==> src/rtl/gpio_pkg.sv <==
package gpio_pkg;

    localparam int unsigned ADDR_W = 2;

    typedef enum logic [ADDR_W-1:0] {
        REG_DIR  = 2'd0,
        REG_DATA = 2'd1,
        REG_ODE  = 2'd2,
        REG_NONE = 2'd3
    } gpio_reg_e;

    typedef enum logic [1:0] {
        PM_INPUT     = 2'd0,
        PM_PUSHPULL  = 2'd1,
        PM_OPENDRAIN = 2'd2
    } pin_mode_e;

endpackage

==> src/rtl/gpio_regfile.sv <==
module gpio_regfile
    import gpio_pkg::*;
#(
    parameter int unsigned WIDTH = 8
) (
    input  logic                 clk,
    input  logic                 rst_n,
    input  logic                 wr_en,
    input  logic [ADDR_W-1:0]    wr_addr,
    input  logic [WIDTH-1:0]     wr_data,
    output logic [WIDTH-1:0]     dir_q,
    output logic [WIDTH-1:0]     dat_q,
    output logic [WIDTH-1:0]     ode_q
);

    gpio_reg_e sel;
    logic      we_dir;
    logic      we_dat;
    logic      we_ode;

    always_comb begin
        sel    = gpio_reg_e'(wr_addr);
        we_dir = 1'b0;
        we_dat = 1'b0;
        we_ode = 1'b0;
        unique case (sel)
            REG_DIR:  we_dir = wr_en;
            REG_DATA: we_dat = wr_en;
            REG_ODE:  we_ode = wr_en;
            REG_NONE: ;
        endcase
    end

    always_ff @(posedge clk or negedge rst_n) begin
        if (!rst_n) begin
            dir_q <= '0;
            dat_q <= '0;
            ode_q <= '0;
        end else begin
            if (we_dir) dir_q <= wr_data;
            if (we_dat) dat_q <= wr_data;
            if (we_ode) ode_q <= wr_data;
        end
    end

endmodule

==> src/rtl/gpio_in_sync.sv <==
module gpio_in_sync #(
    parameter int unsigned WIDTH  = 8,
    parameter int unsigned STAGES = 2
) (
    input  logic             clk,
    input  logic             rst_n,
    input  logic [WIDTH-1:0] raw_in,
    output logic [WIDTH-1:0] sync_out
);

    logic [WIDTH-1:0] stg [STAGES];

    always_ff @(posedge clk or negedge rst_n) begin
        if (!rst_n) stg[0] <= '0;
        else        stg[0] <= raw_in;
    end

    for (genvar s = 1; s < STAGES; s++) begin : g_stage
        always_ff @(posedge clk or negedge rst_n) begin
            if (!rst_n) stg[s] <= '0;
            else        stg[s] <= stg[s-1];
        end
    end

    assign sync_out = stg[STAGES-1];

endmodule

==> src/rtl/gpio_pin_ctrl.sv <==
module gpio_pin_ctrl
    import gpio_pkg::*;
(
    input  logic dir_b,
    input  logic dat_b,
    input  logic ode_b,
    input  logic pin_s,
    input  logic force_hiz,
    output logic out_b,
    output logic oe_b,
    output logic rd_b
);

    pin_mode_e mode;
    logic      oe_raw;

    always_comb begin
        if (!dir_b)     mode = PM_INPUT;
        else if (ode_b) mode = PM_OPENDRAIN;
        else            mode = PM_PUSHPULL;
    end

    always_comb begin
        oe_raw = 1'b0;
        out_b  = 1'b0;
        rd_b   = pin_s;
        unique case (mode)
            PM_INPUT: begin
                oe_raw = 1'b0;
                rd_b   = pin_s;
            end
            PM_PUSHPULL: begin
                oe_raw = 1'b1;
                out_b  = dat_b;
                rd_b   = dat_b;
            end
            PM_OPENDRAIN: begin
                oe_raw = ~dat_b;
                out_b  = 1'b0;
                rd_b   = pin_s;
            end
            default: ;
        endcase
    end

    assign oe_b = oe_raw & ~force_hiz;

endmodule

==> src/rtl/gpio_port_ctrl.sv <==
module gpio_port_ctrl
    import gpio_pkg::*;
#(
    parameter int unsigned WIDTH       = 8,
    parameter int unsigned SYNC_STAGES = 2
) (
    input  logic                 clk,
    input  logic                 rst_n,
    input  logic                 bus_wr,
    input  logic [ADDR_W-1:0]    bus_addr,
    input  logic [WIDTH-1:0]     bus_wdata,
    output logic [WIDTH-1:0]     bus_rdata,
    input  logic                 stop_i,
    input  logic                 osc_fault_i,
    input  logic [WIDTH-1:0]     pad_in,
    output logic [WIDTH-1:0]     pad_out,
    output logic [WIDTH-1:0]     pad_oe
);

    logic [WIDTH-1:0] dir_q;
    logic [WIDTH-1:0] dat_q;
    logic [WIDTH-1:0] ode_q;
    logic [WIDTH-1:0] pin_sync;
    logic [WIDTH-1:0] data_view;
    logic             force_hiz;

    assign force_hiz = stop_i | osc_fault_i;

    gpio_regfile #(.WIDTH(WIDTH)) regs_i (
        .clk     (clk),
        .rst_n   (rst_n),
        .wr_en   (bus_wr),
        .wr_addr (bus_addr),
        .wr_data (bus_wdata),
        .dir_q   (dir_q),
        .dat_q   (dat_q),
        .ode_q   (ode_q)
    );

    gpio_in_sync #(.WIDTH(WIDTH), .STAGES(SYNC_STAGES)) sync_i (
        .clk      (clk),
        .rst_n    (rst_n),
        .raw_in   (pad_in),
        .sync_out (pin_sync)
    );

    for (genvar b = 0; b < WIDTH; b++) begin : g_pin
        gpio_pin_ctrl pin_i (
            .dir_b     (dir_q[b]),
            .dat_b     (dat_q[b]),
            .ode_b     (ode_q[b]),
            .pin_s     (pin_sync[b]),
            .force_hiz (force_hiz),
            .out_b     (pad_out[b]),
            .oe_b      (pad_oe[b]),
            .rd_b      (data_view[b])
        );
    end

    always_comb begin
        unique case (gpio_reg_e'(bus_addr))
            REG_DIR:  bus_rdata = dir_q;
            REG_DATA: bus_rdata = data_view;
            REG_ODE:  bus_rdata = ode_q;
            REG_NONE: bus_rdata = '0;
        endcase
    end

endmodule

==> config.mk <==
export PLATFORM = sky130hd
export DESIGN_NAME = gpio_port_ctrl
export DESIGN_NICKNAME = d
export VERILOG_FILES = /design/src/rtl/gpio_pkg.sv /design/src/rtl/gpio_regfile.sv /design/src/rtl/gpio_in_sync.sv /design/src/rtl/gpio_pin_ctrl.sv /design/src/rtl/gpio_port_ctrl.sv
export SDC_FILE = /design/constraint.sdc
export NUM_CORES = 1
export LEC_CHECK = 0
export ABC_AREA = 0
export BUFFER_PORTS_ARGS = -buffer_cell sky130_fd_sc_hd__buf_2
export CAP_MARGIN = 20
export CORE_MARGIN = 8
export CORE_UTILIZATION = 35
export CTS_BUF_LIST = sky130_fd_sc_hd__clkbuf_2 sky130_fd_sc_hd__clkbuf_4 sky130_fd_sc_hd__clkbuf_8
export CTS_CLUSTER_DIAMETER = 200
export DETAILED_ROUTE_END_ITERATION = 7
export PLACE_DENSITY = 0.53
export SLEW_MARGIN = 0
export SYNTH_ARGS = -nofsm -noshare
export SYNTH_HDL_FRONTEND = slang
export SYNTH_SLANG_ARGS = --single-unit
==> constraint.sdc <==
create_clock -name clk -period 2.8 [get_ports clk]
set_input_delay 0.14 -clock clk [delete_from_list [all_inputs] [get_ports clk]]
set_output_delay 0.14 -clock clk [all_outputs]
set_load 0.05 [all_outputs]
==> metrics <==
status finished, violations left; failing checks hold timing; initial antenna violation count 0; number of global-route vias before repair roughly 1,400; Crit. End Element primary output; worst flop-to-flop path endpoint regs_i.ode_q[5]; vias post-DR between 1,000 and 1,500; largest net degree at the start of global routing between 40 and 50; Tot Pwr ~1.5 mW; die outline height between 90 and 100 um; GPL Wtd Cong around 0.76; Layout area overhead 16.4%; Worst Tran Pin Value ~0.9 ns; post-synthesis register bit count 40; die area just over 8000 um^2; crit path max fanout 4; Syn Nets around 200; P_leak ~1.1 nW; Die Width around 90 um; Layout Skew 0.00618 ns; Final setup viols 0; Setup crit start kind flip-flop; WHS -0.0299 ns; first-pass GRT wire length about 6700 um; RSZ-0062 raised after global routing false; Seq/Total Area, Yosys 51.6%; IO buf count 46; min cycle time layout between 1.5 and 2 ns; GR Util All Layers just over 10%; Initial DRC Count roughly 50; CP max-delay cell dfrtp_1; post-route clock period utilization roughly 60%; layout cells sized above 1 35.6%; post-route ant nets 0; Initial Util between 30 and 40%; worst path cell trace nand2b_1 -> a311oi_1 -> a21o_1 -> buf_2; commonest non-fill, non-tap cell in the layout buf_2; Slew HR around 40%; wire length per cell between 10 and 15 um; clock sinks 40; CTS resizes 0; Post-Syn Instances 178; fillers roughly 530; CTS tree built; Fin. Hold Viols 40; VDD IR max 0.337 mV; H-tree levels 2; reg2reg setup slack ~2 ns; Post-Syn Area ~1900 um^2; kind of critical path reg -> out; most frequent cells in the layout buf_2, dfrtp_1, nand2_1; clock root buffer clkbuf_8; Critical R2R Launch regs_i.ode_q[5]; pwr/cell area approximately 670 nW/um^2; insertion delay to the later sink of the worst-skew pair around 0.29 ns; I/O pin total 47; CTS Buffer Depth 2; worst hold path class in -> async; gr ovfl total 0; Worst EP required 2.66 ns; Antenna Cells 0; number of buffers created by CTS 5; register clock-pin slew on the reported worst setup and hold paths approximately 0.070 ns; Post-Route WL 4150 um; arrival time worst endpoint roughly 1.5 ns; row count 27; Core Area about 5400 um^2; Register-to-Register Path Depth 1; Crit path largest cell delay approximately 0.41 ns; Yosys cell types 20; setup TNS 0 ns; DP HPWL about 2900 um; Max-Cap Viols 0; syn_area_per_cell between 10 and 15 um^2; fin nets around 240; Slew Limit Fails 0; Pre-antenna DRT Iters 6; Synth warnings 0; via/cell ratio 4.76; fmax roughly 0.60 GHz; DRC 0
[metrics by stage]
stage	setup WS, ns	hold slack [ns]	utilization, %	cells	instance area [um^2]
2_1_floorplan	1.51	-0.156	-	178	1940
3_3_place_gp	1.24	0.248	38.3	275	2080
3_5_place_dp	1.22	0.249	38.3	275	2080
4_1_cts	1.12	0.00685	41.5	291	2260
5_1_grt	1.02	0.0431	41.5	291	2260
6_report	1.13	-0.0299	41.5	291	2260
[critical path, delay by kind of cell (launching register included)]
| kind | cells | cell delay (ns) |
|---|---|---|
| flip-flops | 1 | 0.41 |
| AO/OA/AOI/OAI | 2 | 0.39 |
| buffers and inverters | 1 | 0.26 |
| AND/OR/NAND/NOR | 1 | 0.17 |
[power breakdown]
part	total (mW)	leakage (nW)	internal (mW)	switching [mW]
logic	0.411	0.580	0.140	0.270
clock network	0.393	0.0510	0.197	0.196
registers	0.718	0.474	0.653	0.0650
total	1.52	1.11	0.990	0.532
[logic make-up after synthesis]
| kind of cell | count (synthesis) | synth area share [%] |
|---|---|---|
| simple gates | 47 | 13.2 |
| compound gates | 46 | 15.2 |
| flops | 40 | 51.6 |
| buf+inv | 29 | 10.6 |
| mux | 16 | 9.30 |
[cells in the mapped netlist (all sizes together)]
cell,instances,area [um^2]
dfrtp,40,1000
nand2,24,90.1
buf,21,175
a21oi,16,87.6
mux2,16,180
o21ai,14,77.6
nand2b,9,58.8
nor2,9,33.8
a21o,8,60.1
a311oi,8,70.1
inv,8,30.0
nand3b,4,55.1
nor3b,1,18.8
[routing by layer]
metal	vias up	GRT usage [%]	wire length, um
li1	677	-	-
met1	676	11.5	1860
met2	25	17.7	2050
met3	6	3.66	179
met4	0	3.33	55
met5	-	0	0
[layout make-up]
type | count | area (um^2) | share of cell area [%]
Clock buffer | 6 | 82.6 | 3.66
Inverter | 8 | 30.0 | 1.33
Sequential cell | 40 | 1000 | 44.4
Tap cell | 72 | 90.1 | 3.99
Timing Repair Buffer | 54 | 310 | 13.8
Clock inverter | 2 | 10.0 | 0.444
Multi-Input combinational cell | 109 | 732 | 32.4
[registers in the layout, summed over array words and instances, names as in the netlist]
signal,count
sync_i.sync_out,8
regs_i.dir_q,8
sync_i.stg,8
regs_i.dat_q,8
regs_i.ode_q,8
[how the worst max path moves through the flow]
stage | from | endpoint | cells after the start
after floorplan | regs_i.ode_q[2] | bus_rdata[2] | 3
after global placement | osc_fault_i | pad_oe[3] | 5
after detailed placement | osc_fault_i | pad_oe[2] | 5
after CTS | regs_i.ode_q[2] | bus_rdata[2] | 4
after global routing | regs_i.ode_q[4] | bus_rdata[4] | 4
final | regs_i.ode_q[2] | bus_rdata[2] | 4
[repair_timing]
| item | 4_1_cts | 5_1_grt |
|---|---|---|
| hold endpoints to repair | 8 | 0 |
| buffers inserted | 0 | 0 |
| endpoints found under the setup margin | 0 | 0 |
| hold buffers | 8 | 0 |
Power figures use the tool's default switching activity.
